==> config.mk <==
export PLATFORM = sky130hd
export DESIGN_NAME = img_out_serializer
export DESIGN_NICKNAME = d
export VERILOG_FILES = /design/src/rtl/img_port_pkg.sv /design/src/rtl/img_src_arb.sv /design/src/rtl/img_item_seq.sv /design/src/rtl/img_beat_ser.sv /design/src/rtl/img_qual_out.sv /design/src/rtl/img_out_serializer.sv
export SDC_FILE = /design/constraint.sdc
export NUM_CORES = 1
export LEC_CHECK = 0
export CAP_MARGIN = 20
export CORE_MARGIN = 5
export CORE_UTILIZATION = 30
export CTS_BUF_LIST = sky130_fd_sc_hd__clkbuf_8
export DETAILED_ROUTE_END_ITERATION = 7
export SLEW_MARGIN = 10
export SYNTH_ARGS = -nofsm -noshare
export SYNTH_HDL_FRONTEND = slang
export SYNTH_SLANG_ARGS = --single-unit
==> constraint.sdc <==
create_clock -name clk -period 5.2 [get_ports clk]
set_input_delay 1.04 -clock clk [delete_from_list [all_inputs] [get_ports clk]]
set_output_delay 1.04 -clock clk [all_outputs]
set_load 0.05 [all_outputs]
==> src/rtl/img_port_pkg.sv <==
`timescale 1ns/1ps
package img_port_pkg;

  typedef enum logic [1:0] {
    K_VID = 2'd0,
    K_VBI = 2'd1,
    K_SAV = 2'd2,
    K_EAV = 2'd3
  } item_kind_t;

  // status byte of a timing code: marker, field, blanking, edge, parity
  function automatic logic [7:0] timing_xy(input logic f, input logic v, input logic h);
    timing_xy = {1'b1, f, v, h, v ^ h, f ^ h, f ^ v, f ^ v ^ h};
  endfunction

endpackage

==> src/rtl/img_src_arb.sv <==
`timescale 1ns/1ps
module img_src_arb (
  input  logic clk,
  input  logic rst,
  input  logic take,
  input  logic vid_valid,
  input  logic vbi_valid,
  input  logic vbi_line_ready,
  input  logic vbi_last,
  output logic grant_vid,
  output logic grant_vbi
);

  logic in_line;

  always_comb begin
    grant_vbi = take && vbi_valid && (in_line || vbi_line_ready);
    grant_vid = take && vid_valid && !in_line && !(vbi_valid && vbi_line_ready);
  end

  always_ff @(posedge clk) begin
    if (rst) begin
      in_line <= 1'b0;
    end else if (grant_vbi) begin
      in_line <= !vbi_last;
    end
  end

endmodule

==> src/rtl/img_item_seq.sv <==
`timescale 1ns/1ps
module img_item_seq
  import img_port_pkg::*;
#(
  parameter int LANE_W = 8
) (
  input  logic                clk,
  input  logic                rst,
  input  logic                boundary,
  input  logic                embed_en,
  input  logic                grant_vid,
  input  logic                grant_vbi,
  input  logic [4*LANE_W-1:0] vid_data,
  input  logic                vid_sol,
  input  logic                vid_eol,
  input  logic                vid_field,
  input  logic                vid_vblank,
  input  logic [4*LANE_W-1:0] vbi_data,
  output logic                take,
  output logic                nxt_valid,
  output item_kind_t          nxt_kind,
  output logic [4*LANE_W-1:0] nxt_word
);

  localparam int DW_W = 4 * LANE_W;

  logic            pend_data;
  logic            pend_eav;
  logic            line_f;
  logic            line_v;
  logic [DW_W-1:0] hold_q;

  function automatic logic [DW_W-1:0] code_word(input logic f, input logic v, input logic h);
    code_word = {LANE_W'(timing_xy(f, v, h)), {LANE_W{1'b0}}, {LANE_W{1'b0}}, {LANE_W{1'b1}}};
  endfunction

  always_comb begin
    take      = boundary && !pend_data && !pend_eav;
    nxt_valid = 1'b0;
    nxt_kind  = K_VID;
    nxt_word  = '0;
    if (boundary) begin
      if (pend_data) begin
        nxt_valid = 1'b1;
        nxt_word  = hold_q;
      end else if (pend_eav) begin
        nxt_valid = 1'b1;
        nxt_kind  = K_EAV;
        nxt_word  = code_word(line_f, line_v, 1'b1);
      end else if (grant_vbi) begin
        nxt_valid = 1'b1;
        nxt_kind  = K_VBI;
        nxt_word  = vbi_data;
      end else if (grant_vid) begin
        nxt_valid = 1'b1;
        if (embed_en && vid_sol) begin
          nxt_kind = K_SAV;
          nxt_word = code_word(vid_field, vid_vblank, 1'b0);
        end else begin
          nxt_word = vid_data;
        end
      end
    end
  end

  always_ff @(posedge clk) begin
    if (rst) begin
      pend_data <= 1'b0;
      pend_eav  <= 1'b0;
      line_f    <= 1'b0;
      line_v    <= 1'b0;
      hold_q    <= '0;
    end else if (boundary) begin
      if (pend_data) begin
        pend_data <= 1'b0;
      end else if (pend_eav) begin
        pend_eav <= 1'b0;
      end else if (grant_vid && embed_en) begin
        line_f    <= vid_field;
        line_v    <= vid_vblank;
        pend_data <= vid_sol;
        pend_eav  <= vid_eol;
        hold_q    <= vid_data;
      end
    end
  end

endmodule

==> src/rtl/img_beat_ser.sv <==
`timescale 1ns/1ps
module img_beat_ser
  import img_port_pkg::*;
#(
  parameter int LANE_W = 8
) (
  input  logic                clk,
  input  logic                rst,
  input  logic                wide,
  input  logic                nxt_valid,
  input  item_kind_t          nxt_kind,
  input  logic [4*LANE_W-1:0] nxt_word,
  output logic                boundary,
  output logic [2*LANE_W-1:0] out_data,
  output logic                out_dv,
  output logic                out_vbi
);

  localparam int DW_W       = 4 * LANE_W;
  localparam int OUT_W      = 2 * LANE_W;
  localparam int BYTE_BEATS = DW_W / LANE_W;
  localparam int WIDE_BEATS = DW_W / OUT_W;
  localparam int BEAT_W     = $clog2(BYTE_BEATS);

  logic              busy;
  logic [BEAT_W-1:0] beat;
  logic [DW_W-1:0]   cur;
  item_kind_t        cur_kind;
  logic              cur_wide;
  logic              last_beat;
  logic [OUT_W-1:0]  sel;

  always_comb begin
    last_beat = busy && (beat == (cur_wide ? BEAT_W'(WIDE_BEATS - 1) : BEAT_W'(BYTE_BEATS - 1)));
    boundary  = !busy || last_beat;
    if (cur_wide) begin
      sel = beat[0] ? cur[DW_W-1 -: OUT_W] : cur[OUT_W-1:0];
    end else begin
      sel = {{LANE_W{1'b0}}, cur[beat*LANE_W +: LANE_W]};
    end
  end

  always_ff @(posedge clk) begin
    if (rst) begin
      busy     <= 1'b0;
      beat     <= '0;
      cur      <= '0;
      cur_kind <= K_VID;
      cur_wide <= 1'b0;
      out_data <= '0;
      out_dv   <= 1'b0;
      out_vbi  <= 1'b0;
    end else begin
      out_dv   <= busy;
      out_vbi  <= busy && (cur_kind == K_VBI);
      out_data <= busy ? sel : '0;
      if (boundary) begin
        busy <= nxt_valid;
        beat <= '0;
        if (nxt_valid) begin
          cur      <= nxt_word;
          cur_kind <= nxt_kind;
          cur_wide <= wide;
        end
      end else begin
        beat <= beat + 1'b1;
      end
    end
  end

endmodule

==> src/rtl/img_qual_out.sv <==
`timescale 1ns/1ps
module img_qual_out (
  input  logic clk,
  input  logic rst,
  input  logic gate_en,
  input  logic dv,
  output logic qual
);

  logic en_lo;

  // enable changes only while the clock is low, so the pulse is whole
  always_ff @(negedge clk) begin
    if (rst) begin
      en_lo <= 1'b0;
    end else begin
      en_lo <= dv;
    end
  end

  assign qual = gate_en ? (clk & en_lo) : dv;

endmodule

==> src/rtl/img_out_serializer.sv <==
`timescale 1ns/1ps
module img_out_serializer
  import img_port_pkg::*;
#(
  parameter int LANE_W = 8
) (
  input  logic                clk,
  input  logic                rst,
  input  logic                cfg_wide,
  input  logic                cfg_gate_clk,
  input  logic                cfg_embed_codes,
  input  logic                vid_valid,
  input  logic [4*LANE_W-1:0] vid_data,
  input  logic                vid_sol,
  input  logic                vid_eol,
  input  logic                vid_field,
  input  logic                vid_vblank,
  output logic                vid_pop,
  input  logic                vbi_valid,
  input  logic [4*LANE_W-1:0] vbi_data,
  input  logic                vbi_last,
  input  logic                vbi_line_ready,
  output logic                vbi_pop,
  output logic [2*LANE_W-1:0] out_data,
  output logic                out_qual,
  output logic                out_vbi_flag
);

  localparam int DW_W = 4 * LANE_W;

  logic            boundary;
  logic            take;
  logic            grant_vid;
  logic            grant_vbi;
  logic            nxt_valid;
  item_kind_t      nxt_kind;
  logic [DW_W-1:0] nxt_word;
  logic            dv;
  logic            embed_en;

  assign embed_en = cfg_embed_codes && !cfg_wide;
  assign vid_pop  = grant_vid;
  assign vbi_pop  = grant_vbi;

  img_src_arb u_arb (
    .clk            (clk),
    .rst            (rst),
    .take           (take),
    .vid_valid      (vid_valid),
    .vbi_valid      (vbi_valid),
    .vbi_line_ready (vbi_line_ready),
    .vbi_last       (vbi_last),
    .grant_vid      (grant_vid),
    .grant_vbi      (grant_vbi)
  );

  img_item_seq #(.LANE_W(LANE_W)) u_seq (
    .clk        (clk),
    .rst        (rst),
    .boundary   (boundary),
    .embed_en   (embed_en),
    .grant_vid  (grant_vid),
    .grant_vbi  (grant_vbi),
    .vid_data   (vid_data),
    .vid_sol    (vid_sol),
    .vid_eol    (vid_eol),
    .vid_field  (vid_field),
    .vid_vblank (vid_vblank),
    .vbi_data   (vbi_data),
    .take       (take),
    .nxt_valid  (nxt_valid),
    .nxt_kind   (nxt_kind),
    .nxt_word   (nxt_word)
  );

  img_beat_ser #(.LANE_W(LANE_W)) u_ser (
    .clk       (clk),
    .rst       (rst),
    .wide      (cfg_wide),
    .nxt_valid (nxt_valid),
    .nxt_kind  (nxt_kind),
    .nxt_word  (nxt_word),
    .boundary  (boundary),
    .out_data  (out_data),
    .out_dv    (dv),
    .out_vbi   (out_vbi_flag)
  );

  img_qual_out u_qual (
    .clk     (clk),
    .rst     (rst),
    .gate_en (cfg_gate_clk),
    .dv      (dv),
    .qual    (out_qual)
  );

endmodule

==> metrics.txt, run 1 <==
status=finished, final reports clean; multi-input logic area=roughly 2300 um^2; RR Startpoint=u_ser.out_dv$_SDFF_PP0_; clk_lat worst skew=0.51 ns; Synth Area in XOR/XNOR=0.582%; r2r endpoint=u_qual.en_lo$_SDFF_NP0_; drt pass-1 iters=5; Power, Total=0.00170 W; Cells after Synth=559; Internal=0.00120 W; switching share of power=29.6%; Chip Height=133 um; EDFF count, synth=0; CP Cell Sequence=nand3_1 > o21ai_0 > dlygate4sd2_1; port bufs=96; drt total wl=14.1 mm; Finished Layout Cells=roughly 800; Overflow after GRT=0; Simple-Gate Fraction of Synth Area=between 20% and 30%; register area=1880 um^2; Antenna Cells=0; Buf+Inv Stages, Crit Path=1; Cells after DPL=801; CP delay by family, top=buffers and inverters; Max IR drop VDD=0.114 mV; Fin Setup TNS=0 ns; antenna violations before repair=0; Synth Warn #=0; drt wl/cell=between 15 and 20 um; synthesized area=4520 um^2; Syn Nets=636; crit path kind=flop to primary output; fraction of the mapped netlist area in adder cells=0%; Final nets=just over 700; # IOs=97; post-synthesis mux area share=approximately 4.0%; CTS tree=yes; Hold Path Class=flop to flop; Initial Utilization=30.8%; total track usage=16.0%; pin count of the biggest net entering global routing=85; Crit. End Element=primary output; largest family of logic cells by synthesized area=compound AO/OA/AOI/OAI gates; Fin Clk Skew=0.0475 ns; die width=133 um; sequential share of power=46.8%; layout cells sized above 1=6.29%; CP max FO=1; Hold EP=u_seq.hold_q[16]$_SDFFE_PP0P_; Comb pwr share=20.4%; row cnt=44; fill cell count=1,514; slew of the pin with the lowest slew margin=about 0.95 ns; Avg Synthesized Cell Area=8.08 um^2; crit path launch type=flop; vias per cell=between 5 and 6; Post-CTS Hold Buffers=0; Pwr per Cell Area=292 nW/um^2; critical path's largest stage delay=approximately 0.54 ns; FF+latch count, synth=94; CP max-delay cell=dlygate4sd2_1; hold depth=2; Slew headroom=between 30% and 40%; Final ANT Viol Nets=0; vias in the first global route=roughly 4,500; global-route wire length before repair=22.6 mm; R2R cell count=2; Critical Path AT=4.08 ns; Synth Area in Compound Gates=25.3%; Psw=0.000503 W; register area share after synthesis=between 40% and 50%; final setup violation count=0; Hold Vio Cnt, Final=0; P&R area growth vs syn=28.9%; Synth cell types=49; # Post-CTS Setup Buffers=0; via count=4,425; R2R Setup Slk=between 2 and 2.5 ns; gpl congestion=0.844; min setup slack post-route=0.0830 ns; fraction of registers with async set/reset=0%; drt drc=0; dpl hpwl=just over 10 mm; Synth Flop Type=dfxtp_1; CTS clock-pin slew for the worst setup and hold paths=approximately 0.08 ns; Hold Path Origin=u_seq.hold_q[16]$_SDFFE_PP0P_; total of max-cap violations=0; Post-CTS Resized=1; Post-Place Worst Slack=approximately 0.34 ns; Req. time, crit path=4.16 ns; fin. max-slew vios=0; Iteration-0 DRC Markers=390; core area=about 15,000 um^2; RSZ-0062 raised after global routing=false; Clock power frac=32.8%; Leakage=2.01 nW; area of the die=17,600 um^2
cell usage after synthesis, types with 3 or more instances:
| cell type | instances | area (um^2) |
|---|---|---|
| dfxtp_1 | 94 | 1880 |
| nand2_1 | 89 | 334 |
| a21oi_1 | 63 | 315 |
| nor2_1 | 49 | 184 |
| clkbuf_1 | 34 | 128 |
| a221oi_1 | 27 | 236 |
| inv_1 | 20 | 75.1 |
| nor3_1 | 17 | 85.1 |
| mux2i_1 | 16 | 160 |
| nor2b_1 | 16 | 100 |
| nand2b_1 | 14 | 87.6 |
| a41oi_1 | 13 | 114 |
| buf_2 | 12 | 60.1 |
| nand3b_1 | 12 | 90.1 |
| a211oi_1 | 10 | 75.1 |
| o41ai_1 | 10 | 87.6 |
| o21ai_0 | 7 | 35.0 |
| a311oi_1 | 4 | 35.0 |
| a31o_2 | 3 | 26.3 |
| a31oi_1 | 3 | 18.8 |
| buf_1 | 3 | 11.3 |
| o22a_1 | 3 | 26.3 |
| o22ai_1 | 3 | 18.8 |
| o311ai_0 | 3 | 26.3 |
| xnor2_1 | 3 | 26.3 |
worst reg2reg max path: cells and delay by family (launching register included):
family                 cells  cell delay [ns]
buffers and inverters      1             0.04
DFF                        1             0.32
and+or+nand+nor            1             0.10
power groups by stage:
stage / Sequential [W] / Clock, W / Combinational, W
floorplan: 0.000805 / 0.00000604 / 0.000212
global placement: 0.000811 / 0.00000748 / 0.000339
detailed placement: 0.000812 / 0.00000748 / 0.000345
CTS: 0.000795 / 0.000569 / 0.000346
global route: 0.000800 / 0.000596 / 0.000380
finish: 0.000795 / 0.000557 / 0.000347
stage by stage:
stage	area (um^2)	utilization (%)	hold WS, ns
floorplan	4520	-	0.398
global placement	5580	38.1	0.440
detailed placement	5580	38.1	0.443
CTS	5820	39.8	0.458
global route	5820	39.8	0.476
finish	5820	39.8	0.457
layout make-up:
cell class	count	area share, %
Inverter	19	1.23
Clock buffer	14	3.22
Clock inverter	7	1.14
Tap cell	184	3.95
Multi-Input combinational cell	394	40.2
Sequential cell	94	32.3
Timing Repair Buffer	108	17.9
metal layers:
| metal | share of wire [%] | global-route usage (%) | vias to the layer above |
|---|---|---|---|
| li1 | - | - | 2146 |
| met1 | 43 | 19.6 | 2094 |
| met2 | 48 | 26.1 | 148 |
| met3 | 5.8 | 3.83 | 37 |
| met4 | 3.1 | 8.55 | 0 |
| met5 | 0 | 0 | - |
cell families after synthesis:
family / count (synthesis)
and+or+nand+nor: 212
AOI/OAI and AO/OA: 162
DFF: 94
buffers and inverters: 71
muxes: 17
xor gates and xnor gates: 3
flip-flops by register name, indices dropped and copies added, names as in the netlist, 2 cells and up:
name,cells
u_ser.out_data,16
u_ser.beat,2
u_ser.cur_kind,2
u_seq.hold_q,32
u_ser.cur,32
worst max-delay path by stage:
stage,from,endpoint,slack [ns],depth (start not counted)
6_report,u_qual.en_lo$_SDFF_NP0_,out_qual,0.08,3
5_1_grt,u_qual.en_lo$_SDFF_NP0_,out_qual,0.001,3
4_1_cts,u_qual.en_lo$_SDFF_NP0_,out_qual,0.04,3
3_5_place_dp,u_qual.en_lo$_SDFF_NP0_,out_qual,0.34,3
3_3_place_gp,u_qual.en_lo$_SDFF_NP0_,out_qual,0.35,3
2_1_floorplan,u_qual.en_lo$_SDFF_NP0_,out_qual,0.70,2
placed cells by master, fill, tap and decap left out, types with 2 or more instances in the layout:
master,count
o41ai_1,10
clkbuf_8,13
nor2b_1,16
a311oi_1,4
o311ai_0,3
a31oi_1,3
a21oi_1,63
a221oi_1,27
and4b_1,2
clkinv_4,2
inv_1,21
a211oi_2,2
nor4_1,2
o21a_1,2
buf_4,13
nor3b_1,2
nor3_1,17
clkdlybuf4s50_1,94
o22ai_1,3
dfxtp_1,94
nand2b_1,14
nand2_1,89
o22a_1,3
nand3_1,2
o21ai_0,7
xnor2_1,3
a211oi_1,10
nor2_1,49
mux2i_1,16
nand3b_1,12
a41oi_1,13
a31o_2,3
a222oi_1,2
(Power assumes the default switching activity.)
==> run 2, diff against run 1 <==
HOLD_SLACK_MARGIN = 0.05   (was default)
SETUP_SLACK_MARGIN = 0.4   (was default)
SYNTH_HIERARCHICAL = 1   (was default)
==> run 2 against run 1 <==
Net effect:
- utilization shrank 1.6 points
- clock-buffer cell count did not move
- non-clock buffer count decreased by 3
- via count is 5.0% higher
- flip-flop and latch count stayed put
- critical path depth unchanged
- clock skew barely moved
- highest routed layer unchanged
==> metrics.txt, run 2 <==
Chip Height=141 um (+6.1%); Synth cell types=48 (-2.0%); CTS tree=yes; Synth Flop Type=dfxtp_1; port bufs=96 (unchanged); antenna violations before repair=0 (unchanged); Finished Layout Cells=890 (+8.5%); CP Cell Sequence=nand3_2 > o21ai_2 > buf_6; commonest non-fill, non-tap cell in the layout=dfxtp_1; Final ANT Viol Nets=0 (unchanged); Power, Total=0.00172 W (+1.0%); top flop regs=u_seq/hold_q x32, u_ser/cur x32, u_ser/out_data x16; Cells after DPL=871 (+8.7%); clk_lat worst skew=0.51 ns (about the same); pin count of the biggest net entering global routing=110 (+29%); drt drc=0 (unchanged); most frequent cells in the layout=dfxtp_1 (93), clkdlybuf4s50_1 (92), nand2b_1 (74); Slew headroom=30.5% (-6.0 points); Buf+Inv Stages, Crit Path=1 (unchanged); core area=16,700 um^2 (+14%); Hold Path Class=flop to flop; commonest cells in the netlist=dfxtp_1 (94), nand2b_1 (74), o21ai_0 (72), a21oi_1 (49), mux2i_1 (46); layout cells sized above 1=8.36% (+2.1 points); Psw=0.000545 W (+8.4%); GR Util met1=20.0% (+0.34 points); via count=4,647 (+5.0%); sequential share of power=45.1% (-1.7 points); Overflow after GRT=0 (unchanged); critical path's largest stage delay=0.31 ns (-0.23 ns); CP max-delay cell=dfxtp_2; Fin Setup TNS=0 ns (unchanged); vias per cell=5.22 (-3.2%); most numerous cell in the Yosys netlist=dfxtp_1; CP delay by family, top=flip-flops; drt pass-1 iters=5 (unchanged); Synth area leader=dfxtp_1; Clock power frac=30.5% (-2.3 points); Cell Area, Placed=6130 um^2 (+9.9%); Max IR drop VDD=0.107 mV (-5.8%); Antenna Cells=0 (unchanged); Comb pwr share=24.3% (+3.9 points); crit path kind=flop to primary output; EDFF count, synth=0 (unchanged); GRT busiest layer=met2; fin. max-slew vios=0 (unchanged); fraction of registers with async set/reset=0% (unchanged); main area contributors after synthesis=dfxtp_1 (37%), nand2b_1 (9.0%), mux2i_1 (9.0%), o21ai_0 (7.0%), a21oi_1 (4.8%); Pwr per Cell Area=270 nW/um^2 (-7.6%); Initial Utilization=30.7% (-0.097 points); die width=141 um (+6.1%); Cells after Synth=604 (+8.1%); total of max-cap violations=0 (unchanged); Critical Path AT=3.71 ns (-0.37 ns); Iteration-0 DRC Markers=377 (-3.3%); Crit. End Element=primary output; total track usage=14.8% (-1.3 points); Avg Synthesized Cell Area=8.50 um^2 (+5.2%); Req. time, crit path=4.16 ns (about the same); Design Area, Final=6370 um^2 (+9.4%); status=finished, final reports clean; fill cell count=1,699 (+12%); synthesized area=5130 um^2 (+14%); RSZ-0062 raised after global routing=false; vias in the first global route=4,649 (+3.3%); Fin Clk Skew=0.0476 ns (+0.000168 ns); Synth Warn #=6 (+6); # IOs=97 (unchanged); dpl hpwl=10.3 mm (about the same); register area share after synthesis=36.7% (-5.0 points); drt total wl=14.8 mm (+4.9%); Hold Vio Cnt, Final=0 (unchanged); global-route wire length before repair=23.8 mm (+5.3%); CP max FO=1 (unchanged); switching share of power=31.7% (+2.2 points); P&R area growth vs syn=24.1%; row cnt=47 (+6.8%); met3 usage=2.54% (-1.3 points); Leakage=2.10 nW (+4.7%); FF+latch count, synth=94 (unchanged); crit path launch type=flop; min setup slack post-route=0.452 ns (+0.369 ns); Final nets=742 (+4.8%); Internal=0.00117 W (-2.1%); drt wl/cell=16.6 um (-3.3%); met2 usage=23.2% (-2.9 points); Post-Place Worst Slack=0.361 ns (+0.0168 ns); slew of the pin with the lowest slew margin=1.04 ns (+0.0869 ns); final setup violation count=0 (unchanged); Syn Nets=681 (+7.1%); CTS clock-pin slew for the worst setup and hold paths=0.09 ns (about the same); area of the die=19,800 um^2 (+13%); Yosys top cell area share=36.7% (-5.0 points); gpl congestion=0.846 (+0.24%)
==> run 2: area by class of cell <==
class                      count  area [um^2]  share of cell area, %
sequential                    94         1880                   29.6
tap                          220          275                   4.32
inverter                       7         38.8                  0.609
clock buffer                  14          190                   2.99
clock inverter                 7         48.8                  0.766
multi-input combinational    443         2880                   45.2
timing repair buffer         105         1050                   16.5
==> run 2: layer usage <==
metal	vias up	wire [um]
li1	2268	-
met1	2209	6910
met2	157	6880
met3	13	665
met4	0	304
met5	-	0
==> run 2: through the flow <==
step                      hold slack (ns)  utilization (%)
after global placement              0.414             36.7
after detailed placement            0.414             36.7
after floorplan                     0.398                -
after CTS                           0.432             38.1
final                               0.426             38.1
after global routing                0.474             38.1
==> run 2: power by group through the flow <==
stage          logic (W)  clock network [W]  registers [W]
2_1_floorplan   0.000308         0.00000572       0.000780
3_3_place_gp    0.000410         0.00000701       0.000790
3_5_place_dp    0.000415         0.00000701       0.000791
4_1_cts         0.000417           0.000540       0.000775
5_1_grt         0.000452           0.000574       0.000779
6_report        0.000418           0.000524       0.000775
==> run 2: repair_timing <==
item,CTS,global route
endpoints found under the setup margin,2,2
gates cloned,0,0
setup buffers,0,0
resized for setup,7,3
hold buffers,0,0
==> run 2: path summary, 6_finish.rpt <==
check / slack [ns] / endpoint / startpoint / cells after the start
setup reg to reg: 0.81 / u_seq/hold_q[23]$_SDFFE_PP0P_ / u_ser/cur_wide$_SDFFE_PP0P_ / 11
hold / removal: 0.43 / u_ser/out_vbi$_SDFF_PP0_ / u_ser/cur_kind[1]$_SDFFE_PP0P_ / 1
hold reg to reg: 0.43 / u_ser/out_vbi$_SDFF_PP0_ / u_ser/cur_kind[1]$_SDFFE_PP0P_ / 1
setup / recovery: 0.45 / out_qual / u_qual/en_lo$_SDFF_NP0_ / 3
==> run 2: cells by family (layout without fill, tap and decap cells) <==
| group | Yosys count | count (layout) | synth area share (%) |
|---|---|---|---|
| buf+inv | 67 | 133 | 7.68 |
| mux | 60 | 60 | 12.0 |
| flops | 94 | 94 | 36.7 |
| simple gates | 200 | 200 | 22.2 |
| compound gates | 180 | 180 | 20.9 |
| xor+xnor | 3 | 3 | 0.512 |
